File: config.mk
export PLATFORM = sky130hd
export DESIGN_NAME = rb_crc_check
export DESIGN_NICKNAME = d
export VERILOG_FILES = /design/src/rtl/rb_crc_pkg.sv /design/src/rtl/rb_pos_counter.sv /design/src/rtl/rb_word_capture.sv /design/src/rtl/rb_word_compare.sv /design/src/rtl/rb_crc_check.sv
export SDC_FILE = /design/constraint.sdc
export NUM_CORES = 1
export LEC_CHECK = 0
export ABC_CLOCK_PERIOD_IN_PS = 1150
export BUFFER_PORTS_ARGS = -buffer_cell sky130_fd_sc_hd__buf_2
export CAP_MARGIN = 10
export CORE_UTILIZATION = 43
export DETAILED_ROUTE_END_ITERATION = 16
export GPL_ROUTABILITY_DRIVEN = 1
export PLACE_DENSITY = 0.78
export SETUP_SLACK_MARGIN = 0.1
export SYNTH_ARGS = -nofsm -noshare
export SYNTH_HDL_FRONTEND = slang
export SYNTH_SLANG_ARGS = --single-unit
File: constraint.sdc
create_clock -name clk_i -period 1.15 [get_ports clk_i]
set_input_delay 0.23 -clock clk_i [delete_from_list [all_inputs] [get_ports clk_i]]
set_output_delay 0.23 -clock clk_i [all_outputs]
set_load 0.01 [all_outputs]
File: src/rtl/rb_crc_pkg.sv
package rb_crc_pkg;
  // first bit position of the check word inside a pass
  function automatic int unsigned word_first_pos(int unsigned frame_len, int unsigned word_w);
    return frame_len - word_w;
  endfunction

  typedef struct packed {
    logic in_word;
    logic last;
  } pos_flags_t;
endpackage

File: src/rtl/rb_pos_counter.sv
module rb_pos_counter
  import rb_crc_pkg::*;
#(
  parameter int unsigned FRAME_LEN = 64,
  parameter int unsigned CRC_W     = 16
) (
  input  logic       clk_i,
  input  logic       rst_ni,
  input  logic       start_i,
  output pos_flags_t flags_o
);
  localparam int unsigned PW = (FRAME_LEN > 2) ? $clog2(FRAME_LEN) : 1;
  localparam logic [PW-1:0] LAST_POS = PW'(FRAME_LEN - 1);
  localparam logic [PW-1:0] WORD_POS = PW'(word_first_pos(FRAME_LEN, CRC_W));

  logic          active_q;
  logic [PW-1:0] pos_q;
  logic [PW-1:0] cur_pos;
  logic          cur_valid;

  assign cur_pos   = start_i ? '0 : pos_q;
  assign cur_valid = start_i | active_q;

  always_comb begin
    flags_o.in_word = cur_valid && (cur_pos >= WORD_POS);
    flags_o.last    = cur_valid && (cur_pos == LAST_POS);
  end

  always_ff @(posedge clk_i or negedge rst_ni) begin
    if (!rst_ni) begin
      active_q <= 1'b0;
      pos_q    <= '0;
    end else if (start_i) begin
      active_q <= 1'b1;
      pos_q    <= PW'(1);
    end else if (active_q) begin
      if (flags_o.last) begin
        active_q <= 1'b0;
        pos_q    <= '0;
      end else begin
        pos_q <= pos_q + PW'(1);
      end
    end
  end
endmodule

File: src/rtl/rb_word_capture.sv
module rb_word_capture #(
  parameter int unsigned CRC_W = 16
) (
  input  logic             clk_i,
  input  logic             rst_ni,
  input  logic             shift_i,
  input  logic             data_i,
  output logic [CRC_W-1:0] word_o
);
  // word_o includes the bit presented this cycle, so it is whole on the last bit
  generate
    if (CRC_W == 1) begin : g_single
      assign word_o = data_i;
    end else begin : g_shift
      logic [CRC_W-2:0] sr_q;
      always_ff @(posedge clk_i or negedge rst_ni) begin
        if (!rst_ni)      sr_q <= '0;
        else if (shift_i) sr_q <= {sr_q[CRC_W-3 >= 0 ? CRC_W-3 : 0:0], data_i} ;
      end
      assign word_o = {sr_q, data_i};
    end
  endgenerate
endmodule

File: src/rtl/rb_word_compare.sv
module rb_word_compare #(
  parameter int unsigned CRC_W = 16
) (
  input  logic             clk_i,
  input  logic             rst_ni,
  input  logic             last_i,
  input  logic [CRC_W-1:0] word_i,
  input  logic [CRC_W-1:0] ref_i,
  output logic             done_o,
  output logic             pass_o,
  output logic             err_o
);
  logic match;
  assign match = (word_i == ref_i);

  always_ff @(posedge clk_i or negedge rst_ni) begin
    if (!rst_ni) begin
      done_o <= 1'b0;
      pass_o <= 1'b0;
      err_o  <= 1'b0;
    end else begin
      done_o <= last_i;
      if (last_i) begin
        pass_o <= match;
        if (!match) err_o <= 1'b1;
      end
    end
  end
endmodule

File: src/rtl/rb_crc_check.sv
module rb_crc_check
  import rb_crc_pkg::*;
#(
  parameter int unsigned FRAME_LEN = 64,
  parameter int unsigned CRC_W     = 16
) (
  input  logic             clk_i,
  input  logic             rst_ni,
  input  logic             start_i,
  input  logic             data_i,
  input  logic [CRC_W-1:0] ref_crc_i,
  output logic             done_o,
  output logic             pass_o,
  output logic             err_o
);
  pos_flags_t       flags;
  logic [CRC_W-1:0] word;

  initial begin
    if (FRAME_LEN <= CRC_W) $error("FRAME_LEN must exceed CRC_W");
  end

  rb_pos_counter #(.FRAME_LEN(FRAME_LEN), .CRC_W(CRC_W)) u_cnt (
    .clk_i   (clk_i),
    .rst_ni  (rst_ni),
    .start_i (start_i),
    .flags_o (flags)
  );

  rb_word_capture #(.CRC_W(CRC_W)) u_cap (
    .clk_i   (clk_i),
    .rst_ni  (rst_ni),
    .shift_i (flags.in_word),
    .data_i  (data_i),
    .word_o  (word)
  );

  rb_word_compare #(.CRC_W(CRC_W)) u_cmp (
    .clk_i  (clk_i),
    .rst_ni (rst_ni),
    .last_i (flags.last),
    .word_i (word),
    .ref_i  (ref_crc_i),
    .done_o (done_o),
    .pass_o (pass_o),
    .err_o  (err_o)
  );
endmodule

; After elaboration in Yosys (flattened, before gate mapping)
; Index checks and enable logic that the tools add are counted.
[classes]
n_lt_le_gt_ge = 1
n_mux = 7
n_reduce_logical = 4
addsub = 1
bitwise = 2
eq_ne = 2
[op_table]
columns = op, count
row1 = two-way mux 6 bit, 4
row2 = == test 16 bit, 1
row3 = adder 6 x 1 -> 6 bit (second input constant), 1
row4 = == test 6 bit (second input constant), 1
row5 = greater-or-equal comparator 6 bit (second input constant), 1
row6 = two-way mux 1 bit, 3
row7 = logical AND 1 bit, 2
row8 = AND reduction 2 bit, 1
row9 = nonzero test 2 bit, 1
row10 = NOT 1 bit, 1
row11 = OR 1 bit, 1
[totals]
out_inout_bits = 3
word_cells = 23
regBits = 25
input_bits = 20

; Logic depth before layout (Yosys ltp)
; Gate-level depths: netlist of run 1.
[logic_depth]
depth_word = 6
ltp_mapped = 5

; By module
; A second synthesis of run 1 with hierarchy kept.
[unflattened]
hier_cells = 97
hier_area_um2 = 1260.0
[by_module_without_submodules]
columns = module, area_each_um2, instances, cells_each
row1 = rb_word_capture, 620.6, 1, 33
row2 = rb_pos_counter, 364.1, 1, 37
row3 = rb_word_compare, 275.3, 1, 27

; Least setup slack after synthesis of run 1
; Ideal clock, no wire load.
[synth_timing]
kind = register to register
from = register u_cnt.active_q
to = register u_cap.g_shift.sr_q[10]
setup_ns = 0.125
stages_incl_launch_ff = 5
arrival_ns = 1.134
synth_period_minus_slack_ns = 1.259
slack_ns = -0.109
cell_sequence = dfrtp_1 > clkbuf_2 > nand4b_4 > buf_6 > mux2_4
[synth_between]
elab_chain_cells = 2
[synth_rtl]
columns = item, line_no
row1 = "start, declared", rb_pos_counter.sv:16  ; logic active_q;
row2 = "start signal, assigned", rb_pos_counter.sv:31  ; active_q <= 1'b0;
row3 = "start signal, assigned", rb_pos_counter.sv:34  ; active_q <= 1'b1;
row4 = "start signal, assigned", rb_pos_counter.sv:38  ; active_q <= 1'b0;
row5 = OR 1 bit, rb_pos_counter.sv:22  ; assign cur_valid = start_i | active_q;
row6 = logical AND 1 bit, rb_pos_counter.sv:25  ; flags_o.in_word = cur_valid && (cur_pos >= WORD_POS);
row7 = "end signal, assigned", rb_word_capture.sv:18  ; else if (shift_i) sr_q <= {sr_q[CRC_W-3 >= 0 ? CRC_W-3 : 0:0], data_i} ;
row8 = "end, declared", rb_word_capture.sv:15  ; logic [CRC_W-2:0] sr_q;
; No other way between the ends.
; A chain may end at the register's enable or synchronous reset.

; Worst setup path in the final report of run 1
[layout_timing]
from = register u_cap.g_shift.sr_q[13]
to = register u_cmp.err_o
[layout_between]
elab_chain_cells = 3
[layout_rtl]
columns = item, line_no
row1 = == test 16 bit, rb_word_compare.sv:14  ; assign match = (word_i == ref_i);
row2 = NOT 1 bit (no line), -
row3 = AND reduction 2 bit (no line), -
row4 = "end signal, assigned", rb_word_compare.sv:20  ; err_o <= 1'b0;
row5 = "end signal, assigned", rb_word_compare.sv:25  ; if (!match) err_o <= 1'b1;
row6 = "end, declared", rb_word_compare.sv:11  ; output logic err_o
; No other way between the ends.

==> results of run 1 <==
final timing paths:
path	slack, ns	depth (start not counted)	to	start
worst max register to register	-0.21	4	u_cmp.err_o$_DFFE_PN0P_	u_cap.g_shift.sr_q[13]$_DFFE_PN0P_
worst min-delay path	0.17	2	u_cap.g_shift.sr_q[0]$_DFFE_PN0P_	data_i
worst min register to register	0.52	2	u_cmp.pass_o$_DFFE_PN0P_	u_cmp.pass_o$_DFFE_PN0P_
max in group asynchronous	0.36	2	u_cnt.pos_q[1]$_DFFE_PN0P_	rst_ni
worst max-delay path	-0.21	4	u_cmp.err_o$_DFFE_PN0P_	u_cap.g_shift.sr_q[13]$_DFFE_PN0P_
min in group asynchronous	0.42	2	u_cap.g_shift.sr_q[12]$_DFFE_PN0P_	rst_ni
power breakdown:
part	switching [W]	total, W	internal (W)
clock network	0.000258	0.000388	0.000130
registers	0.00000959	0.000903	0.000894
logic	0.0000921	0.000194	0.000102
metal layers:
| layer | GRT usage, % | part of all wire [%] | vias up | wire (µm) |
|---|---|---|---|---|
| met4 | 10.4 | 0.99 | 0 | 27 |
| met2 | 34.1 | 50 | 14 | 1360 |
| met1 | 28.5 | 47 | 444 | 1300 |
| li1 | - | - | 447 | - |
| met3 | 2.73 | 1.8 | 2 | 50 |
| met5 | 0 | 0 | - | 0 |
per-stage QoR:
| stage | cells | power (W) | hold WS, ns |
|---|---|---|---|
| final | 180 | 0.00149 | 0.174 |
| after global routing | 180 | 0.00155 | 0.165 |
| after CTS | 179 | 0.00150 | 0.157 |
| after detailed placement | 164 | 0.00108 | 0.255 |
| after global placement | 164 | 0.00108 | 0.242 |
| after floorplan | 91 | 0.000980 | -0.0656 |
state kept, by name, indices dropped and copies added, names as in the netlist:
register and flops:
u_cap.g_shift.sr_q 15, u_cnt.pos_q 6, u_cmp.done_o 1, u_cmp.err_o 1, u_cmp.pass_o 1, u_cnt.active_q 1
kinds of logic (layout without fill, tap and decap cells):
| family | count (synthesis) | in the layout | synth area share, % |
|---|---|---|---|
| buffers and inverters | 3 | 62 | 1.65 |
| XOR/XNOR | 20 | 20 | 14.4 |
| AO/OA/AOI/OAI | 7 | 7 | 4.32 |
| flip-flops | 25 | 25 | 51.4 |
| AND/OR/NAND/NOR | 20 | 20 | 11.1 |
| multiplexers | 15 | 15 | 16.0 |
| adder cells (fa/ha/maj) | 1 | 1 | 1.03 |
critical path, cell delays in order (launching register included):
cell and delay (ns):
dfrtp_1 0.44, xor2_1 0.16, nor4_1 0.29, nand4_1 0.17, a21o_1 0.20
layout by cell type, fill, tap and decap left out, drive strengths merged, types with 2 or more instances in the layout:
cell type	synthesis	final
xor2	19	19
nand2	2	2
nand4	3	3
a22o	2	2
nand3	2	2
buf	1	56
dfrtp	25	25
clkbuf	1	3
nor2	5	5
mux2	15	15
nor4	5	5
cell type report:
| type | count | area (µm²) |
|---|---|---|
| tap | 30 | 37.5 |
| timing repair buffer | 57 | 509 |
| inverter | 1 | 6.26 |
| clock inverter | 1 | 5.00 |
| fill | 168 | 721 |
| multi-input combinational | 63 | 641 |
| clock buffer | 3 | 22.5 |
| sequential | 25 | 626 |
what timing repair did:
item | in CTS | in global routing
resized for setup | 15 | 13
gates cloned | 3 | 0
hold buffers | 1 | 0
endpoints found under the hold margin | 25 | 0
setup endpoints to repair | 24 | 28
pin swaps | 11 | 16
buffers inserted | 7 | 3
==> flow_metrics.env, run 1 <==
export IMPL_period_share_pct=118
export IMPL_worstSetupEndpointType="register"
export IMPL_diodes=0
export IMPL_die_area_um2=3040
export IMPL_fp_dieH_um=55.2
export IMPL_cts_tree="done"
export IMPL_finalInstanceArea_um2=1850
export IMPL_grt_pass1_vias=930
export IMPL_drv_slew=0
export IMPL_cts_buffers_inserted=3
export IMPL_cp_max_fo=3
export IMPL_overflow=0
export IMPL_post_drt_wl_per_cell_um=15.2
export IMPL_synth_top_cell_by_area="dfrtp_1"
export IMPL_fin_util_pct=71.9
export IMPL_rows=18
export IMPL_rsz0062_at_grt="yes"
export IMPL_cellLeakagePower_nw=0.984
export IMPL_setup_violations=21
export IMPL_synth_common_cells="dfrtp_1 (25), xor2_1 (19), mux2_2 (8), mux2_4 (7), nor4_1 (5)"
export IMPL_hpwl_mm=1.72
export IMPL_synth_top_area_share_pct=51.4
export IMPL_core_um2=2570
export IMPL_initial_core_util_pct=47.4
export IMPL_num_vias=907
export IMPL_setup_slack_ns=-0.206
export IMPL_required_ns=1.38
export IMPL_fin_nets=172
export IMPL_synth_area_um2=1220
export IMPL_area_growth_pct=51.9
export IMPL_first_iter_violations=7
export IMPL_netlist_instances=91
export IMPL_syn_nets=112
export IMPL_period_needed_ns=1.36
export IMPL_powerDensity_nw_per_um2=805
export IMPL_worstSetupStartpointType="register"
export IMPL_grt_usage_pct=21.4
export IMPL_die_x_um=55.2
export IMPL_ys_seq_area_share_pct=51.4
export IMPL_synthFlopType="dfrtp_1"
export IMPL_clkTransAtPathRegs_ns=0.14
export IMPL_drt_pass1_iter_count=4
export IMPL_place_area_um2=1530
export IMPL_vdd_ir_drop_max_mv=0.793
export IMPL_cap_violations=0
export IMPL_htree_levels=1
export IMPL_avgSynthCellArea_um2=13.4
export IMPL_synth_seq_cells=25
export IMPL_clockBufferDepth=2
export IMPL_dp_slack_ns=-0.257
export IMPL_fin_skew_ns=0.0113
export IMPL_outcome="finished, violations left"
export IMPL_clk_latency_ns=0.31
export IMPL_finalHoldViolations=0
export IMPL_drc=0
export IMPL_maxSlewHeadroom_pct=62.9
export IMPL_place_congestion=0.741
export IMPL_synth_edf_count=0
export IMPL_tns_ns=-2.14
export IMPL_fmax_ghz=0.737
export IMPL_clk_root_buffer_cell="clkbuf_4"
export IMPL_portBuffers=22
export IMPL_async_flop_share_pct=100
export IMPL_synth_most_common_cell="dfrtp_1"
export IMPL_via_per_inst=5.04
export IMPL_antenna_found_initial=0
export IMPL_synth_area_top_cells="dfrtp_1 (51%), xor2_1 (14%), mux2_4 (8.6%)"
export IMPL_grt_pass1_wl_mm=4.40
export IMPL_ys_types=24
export IMPL_holdCritPathClass="in2reg"
export IMPL_arrival_ns=1.59
export IMPL_io_pins=23
export IMPL_violations="setup timing"
export IMPL_grt_max_degree=26
export IMPL_yosysWarnings=0
export IMPL_critPathKind="reg2reg"
export IMPL_worstMarginPinSlew_ns=0.557
export IMPL_ant_nets=0
export IMPL_clkSinkCount=25
export IMPL_wirelength_mm=2.73
export IMPL_drive_above_1_share_pct=58.7
Power figures use the tool's default switching activity.
==> run 2: changes to the inputs <==
PLACE_DENSITY = default   (was 0.78)
PLACE_DENSITY_LB_ADDON = 0.1   (was default)
==> run 2 against run 1 <==
The flow still finishes with violations (setup timing). Combinational power shrank 6%. Sequential cell count unchanged. Via count decreased by 4.5%. Cell count down 3.9%. Register-to-register slack worse by 0.02 ns. Critical path type unchanged. Highest routed layer unchanged.
==> flow_metrics.env, run 2 (synthesis gave the netlist of run 1 again) <==
export IMPL_drt_pass1_iter_count=4
export IMPL_area_growth_pct=36.4
export IMPL_rows=18
export IMPL_largestRegisters="u_cap.g_shift.sr_q (15), u_cnt.pos_q (6)"
export IMPL_diodes=0
export IMPL_cellLeakagePower_nw=0.933
export IMPL_arrival_ns=1.60
export IMPL_worstMarginPinSlew_ns=0.568
export IMPL_io_pins=23
export IMPL_portBuffers=22
export IMPL_overflow=0
export IMPL_grt_pass1_vias=866
export IMPL_clk_latency_ns=0.31
export IMPL_worstSetupEndpointType="register"
export IMPL_drc=0
export IMPL_die_area_um2=3040
export IMPL_required_ns=1.37
export IMPL_grt_max_degree=26
export IMPL_fmax_ghz=0.725
export IMPL_largest_reg_flops=15
export IMPL_outcome="finished, violations left"
export IMPL_initial_core_util_pct=47.4
export IMPL_cts_buffers_inserted=3
export IMPL_clockBufferDepth=2
export IMPL_finalHoldViolations=0
export IMPL_clk_root_buffer_cell="clkbuf_4"
export IMPL_clkSinkCount=25
export IMPL_holdCritPathClass="in2reg"
export IMPL_drv_slew=0
export IMPL_fp_dieH_um=55.2
export IMPL_violations="setup timing"
export IMPL_vdd_ir_drop_max_mv=0.591
export IMPL_post_drt_wl_per_cell_um=13.5
export IMPL_drive_above_1_share_pct=54.5
export IMPL_antenna_found_initial=0
export IMPL_core_um2=2570
export IMPL_hold_depth=2
export IMPL_fin_skew_ns=0.00692
export IMPL_cp_max_fo=2
export IMPL_via_per_inst=5.01
export IMPL_die_x_um=55.2
export IMPL_wirelength_mm=2.34
export IMPL_hpwl_mm=1.74
export IMPL_setup_slack_ns=-0.229
export IMPL_rsz0062_at_grt="yes"
export IMPL_hold_end="u_cap.g_shift.sr_q[0]$_DFFE_PN0P_"
export IMPL_power_total_w=0.00148
export IMPL_place_congestion=0.782
export IMPL_setup_violations=20
export IMPL_r2r_end="u_cmp.err_o$_DFFE_PN0P_"
export IMPL_grt_usage_pct=17.7
export IMPL_r2r_start="u_cap.g_shift.sr_q[0]$_DFFE_PN0P_"
export IMPL_critPathKind="reg2reg"
export IMPL_htree_levels=1
export IMPL_r2r_slack_ns=-0.23
export IMPL_ant_nets=0
export IMPL_maxSlewHeadroom_pct=62.1
export IMPL_grt_pass1_wl_mm=3.73
export IMPL_period_share_pct=120
export IMPL_tns_ns=-0.974
export IMPL_period_needed_ns=1.38
export IMPL_first_iter_violations=8
export IMPL_num_vias=866
export IMPL_clkTransAtPathRegs_ns=0.14
export IMPL_fin_nets=165
export IMPL_powerDensity_nw_per_um2=893
export IMPL_cap_violations=0
export IMPL_critPathLaunch="u_cap.g_shift.sr_q[0]$_DFFE_PN0P_"
export IMPL_r2r_cells=4
export IMPL_largest_register="u_cap.g_shift.sr_q"
export IMPL_worstSetupStartpointType="register"
export IMPL_cts_tree="done"
export IMPL_worstHoldStart="data_i"
export IMPL_final_cell_mix="buf_4 (25), dfrtp_1 (25), buf_2 (21)"
[run 2: cell types whose count changed in the layout (fill, tap and decap cells not counted), sizes merged]
cell / previous run / this run
buf: 56 / 49
clkbuf: 3 / 4
clkinv: 1 / 0
[run 2: how the worst max path moves through the flow]
| stage | cells after the start | slack [ns] | to |
|---|---|---|---|
| finish | 4 | -0.23 | u_cmp.err_o$_DFFE_PN0P_ |
| floorplan | 4 | -0.07 | u_cap.g_shift.sr_q[10]$_DFFE_PN0P_ |
| detailed placement | 4 | -0.30 | u_cmp.pass_o$_DFFE_PN0P_ |
| global placement | 4 | -0.32 | u_cmp.pass_o$_DFFE_PN0P_ |
| global route | 4 | -0.28 | u_cmp.pass_o$_DFFE_PN0P_ |
| CTS | 4 | -0.20 | u_cmp.pass_o$_DFFE_PN0P_ |
[run 2: critical path, stage by stage (launching register included)]
cell and delay, ns:
dfrtp_1 0.41, xor2_1 0.15, nor4_2 0.34, nand4_1 0.17, a21o_1 0.21
[run 2: final cells by class]
class	instances	area [µm²]
Sequential cell	25	626
Multi-Input combinational cell	63	621
Clock buffer	4	26.3
Timing Repair Buffer	50	345
Fill cell	200	908
Inverter	1	3.75
Tap cell	30	37.5
[run 2: timing repair]
action	4_1_cts	5_1_grt
endpoints found under the hold margin	25	0
pin swaps	9	3
buffers inserted	1	1
endpoints found under the setup margin	24	25
resized for setup	7	4
hold buffers	1	0
[run 2: routing by layer]
layer  part of all wire [%]  global-route usage, %  vias to the layer above
li1                       -                      -                      431
met1                     50                   25.6                      419
met2                     46                   26.7                       14
met3                    2.8                   2.46                        2
met4                   0.64                   6.25                        0
met5                      0                      0                        -
[run 2: per-stage QoR]
step	instance area (µm²)	hold WS [ns]	util [%]	setup WS [ns]	std cells
floorplan	1230	-0.0656	-	-0.0747	91
global route	1660	0.151	64.6	-0.277	173
detailed placement	1550	0.264	60.3	-0.297	166
finish	1660	0.165	64.6	-0.229	173
global placement	1550	0.253	60.3	-0.315	166
CTS	1630	0.154	63.5	-0.201	172
[run 2: power breakdown]
| part | leakage [nW] | switching [W] | internal (W) |
|---|---|---|---|
| Combinational | 0.579 | 0.0000893 | 0.0000938 |
| Sequential | 0.339 | 0.00000839 | 0.000894 |
| Clock | 0.0150 | 0.000261 | 0.000135 |
| Total | 0.933 | 0.000359 | 0.00112 |
==> run 3: changes to the inputs <==
SYNTH_HIERARCHICAL = 1   (was default)
==> run 3 against run 2 <==
Die area grew 3.5%. The flow still finishes with violations (setup timing). Synthesized cell count grew 6.6%. Clock-buffer cell count is the same. Sequential power grew 2%. Largest cell class is now multi-input gates. Area after synthesis grew 3.6%. Setup slack gained 0.034 ns. Final area grew 11%. Largest power group unchanged. Clock power grew 1%. First-iteration DRC count grew to 4.1 times the previous value. Via count grew 5.8%. Combinational power grew 13%. Sequential share of layout area shrank 3.5 points.
==> flow_metrics.env, run 3 <==
export IMPL_largest_reg_flops=15
export IMPL_drive_above_1_share_pct=60.3
export IMPL_nFillCells=212
export IMPL_synth_most_common_cell="dfrtp_1"
export IMPL_clkSinkCount=25
export IMPL_required_ns=1.42
export IMPL_synth_top_area_share_pct=49.7
export IMPL_clockBufferDepth=2
export IMPL_via_per_inst=5.03
export IMPL_p_sw_w=0.000380
export IMPL_ys_types=28
export IMPL_hpwl_mm=1.94
export IMPL_core_um2=2760
export IMPL_drv_slew=0
export IMPL_worstSetupStartpointType="register"
export IMPL_grt_usage_pct=19.8
export IMPL_outcome="finished, violations left"
export IMPL_worstMarginPinSlew_ns=0.296
export IMPL_antenna_found_initial=0
export IMPL_wl_met2_mm=1.52
export IMPL_area_growth_pct=45.6
export IMPL_synth_top_cell_by_area="dfrtp_1"
export IMPL_die_area_um2=3150
export IMPL_initial_core_util_pct=45.7
export IMPL_met3_length_um=113
export IMPL_clkPwrFrac_pct=26.4
export IMPL_first_iter_violations=33
export IMPL_drc=0
export IMPL_clk_latency_ns=0.32
export IMPL_post_drt_wl_per_cell_um=16.4
export IMPL_fin_util_pct=66.5
export IMPL_portBuffers=22
export IMPL_internal_power_w=0.00115
export IMPL_avgSynthCellArea_um2=13.0
export IMPL_violations="setup timing"
export IMPL_drt_pass1_iter_count=4
export IMPL_synth_area_um2=1260
export IMPL_ant_nets=0
export IMPL_holdWs_ns=0.155
export IMPL_setup_violations=21
export IMPL_grt_max_degree=16
export IMPL_pwr_share_comb_pct=13.5
export IMPL_diodes=0
export IMPL_num_vias=916
export IMPL_synth_area_top_cells="dfrtp_1 (50%), mux2_4 (12%), xnor2_1 (12%)"
export IMPL_cts_buffers_inserted=3
export IMPL_cts_tree="done"
export IMPL_synth_edf_count=0
export IMPL_netlist_instances=97
export IMPL_wl_met1_mm=1.32
export IMPL_final_cell_mix="dfrtp_1 (23), buf_2 (22), buf_4 (19)"
export IMPL_wirelength_mm=2.98
export IMPL_grt_pass1_wl_mm=4.67
export IMPL_yosysWarnings=6
export IMPL_worstSetupEndpointType="register"
export IMPL_critPathKind="reg2reg"
export IMPL_synth_common_cells="dfrtp_1 (25), xnor2_1 (17), mux2_4 (10), mux2_2 (7), nand4_1 (6)"
export IMPL_cp_max_fo=2
export IMPL_rsz0062_at_grt="yes"
export IMPL_fin_nets=173
export IMPL_fmax_ghz=0.744
export IMPL_fin_cells=182
export IMPL_clk_root_buffer_cell="clkbuf_4"
export IMPL_period_share_pct=117
export IMPL_die_x_um=56.1
export IMPL_maxSlewHeadroom_pct=80.3
export IMPL_fin_skew_ns=0.00812
export IMPL_largest_register="u_cap/g_shift.sr_q"
export IMPL_place_congestion=0.735
export IMPL_cellLeakagePower_nw=0.849
export IMPL_arrival_ns=1.62
export IMPL_dp_cells=166
export IMPL_finalHoldViolations=0
export IMPL_rows=19
export IMPL_setup_slack_ns=-0.195
export IMPL_final_common_cell="dfrtp_1"
export IMPL_async_flop_share_pct=100
export IMPL_largestRegisters="u_cap/g_shift.sr_q (15), u_cnt/pos_q (6)"
export IMPL_clkTransAtPathRegs_ns=0.14
export IMPL_cap_violations=0
export IMPL_vdd_ir_drop_max_mv=0.567
export IMPL_powerDensity_nw_per_um2=832
export IMPL_overflow=0
export IMPL_grt_pass1_vias=990
export IMPL_switching_share_pct=24.9
export IMPL_period_needed_ns=1.34
export IMPL_io_pins=23
export IMPL_syn_nets=118
export IMPL_top_layer_used="met4"
export IMPL_synth_seq_cells=25
export IMPL_fp_dieH_um=56.1
export IMPL_synthFlopType="dfrtp_1"
export IMPL_ys_seq_area_share_pct=49.7
export IMPL_holdCritPathClass="in2reg"
export IMPL_seqPwrFrac_pct=60.1
export IMPL_htree_levels=1
==> run 3: cell types whose count changed in the layout (fill, tap and decap cells not counted), sizes merged, moves of 2 or more <==
cell / previous run / this run
xor2: 19 / 1
mux2: 15 / 17
xnor2: 1 / 17
buf: 49 / 52
a22o: 2 / 0
nor4: 5 / 1
nand4: 3 / 7
a21oi: 0 / 3
nor3: 0 / 2
==> run 3: path summary, 6_finish.rpt <==
| path | startpoint | end | slack, ns | cells past startpoint |
|---|---|---|---|---|
| worst max register to register | u_cap/g_shift.sr_q[6]$_DFFE_PN0P_ | u_cmp/pass_o$_DFFE_PN0P_ | -0.19 | 4 |
| min in group asynchronous | rst_ni | u_cnt/active_q$_DFF_PN0_ | 0.30 | 2 |
| worst max-delay path | u_cap/g_shift.sr_q[6]$_DFFE_PN0P_ | u_cmp/pass_o$_DFFE_PN0P_ | -0.19 | 4 |
| worst min-delay path | data_i | u_cap/g_shift.sr_q[0]$_DFFE_PN0P_ | 0.16 | 2 |
| max in group asynchronous | rst_ni | u_cap/g_shift.sr_q[12]$_DFFE_PN0P_ | 0.48 | 3 |
| worst min register to register | u_cmp/err_o$_DFFE_PN0P_ | u_cmp/err_o$_DFFE_PN0P_ | 0.51 | 1 |
==> run 3: what timing repair did <==
| action | in CTS | in global routing |
|---|---|---|
| resized for setup | 21 | 13 |
| pin swaps | 8 | 8 |
| hold buffers | 1 | 0 |
| hold endpoints to repair | 10 | 0 |
| endpoints found under the setup margin | 26 | 27 |
| setup buffers | 6 | 4 |
| cloned | 1 | 0 |
==> run 3: layout make-up <==
class | instances | area [µm²] | area share [%]
inverter | 2 | 7.51 | 0.409
sequential | 25 | 628 | 34.2
tap | 31 | 38.8 | 2.11
timing repair buffer | 54 | 429 | 23.4
multi-input combinational | 66 | 704 | 38.4
clock buffer | 4 | 26.3 | 1.43
==> run 3: power groups by stage <==
stage / sequential (W) / clock (W) / combinational (W)
CTS: 0.000911 / 0.000412 / 0.000194
detailed placement: 0.000924 / 0 / 0.000165
finish: 0.000917 / 0.000402 / 0.000206
floorplan: 0.000924 / 0 / 0.0000631
global route: 0.000919 / 0.000441 / 0.000229
global placement: 0.000922 / 0 / 0.000158
==> run 3: stage by stage <==
step	setup WS (ns)	power (W)	instance area (µm²)	TNS [ns]
global route	-0.259	0.00159	1830	-3.24
floorplan	-0.124	0.000987	1290	-1.42
finish	-0.195	0.00153	1830	-2.49
CTS	-0.204	0.00152	1760	-2.36
global placement	-0.188	0.00108	1560	-2.94
detailed placement	-0.223	0.00109	1560	-3.48
==> run 3: critical path, cell delays in order (launching register included) <==
cell     delay [ns]
dfrtp_1        0.43
xnor2_1        0.15
nand4_1        0.16
nor4_4         0.35
mux2_4         0.20
==> run 3: logic make-up (layout without fill, tap and decap cells) <==
| logic type | after synthesis | after routing | share of synthesized area, % |
|---|---|---|---|
| flops | 25 | 25 | 49.7 |
| simple gates | 22 | 22 | 10.6 |
| xor+xnor | 18 | 18 | 12.5 |
| mux | 17 | 17 | 18.2 |
| compound gates | 8 | 8 | 3.97 |
| buf+inv | 6 | 60 | 4.07 |
| fa+ha+maj | 1 | 1 | 0.993 |
==> run 3: layer usage <==
| layer | vias up | track usage [%] |
|---|---|---|
| met3 | 4 | 3.49 |
| met2 | 25 | 33.2 |
| met5 | - | 0 |
| li1 | 443 | - |
| met1 | 444 | 25.7 |
| met4 | 0 | 6.97 |
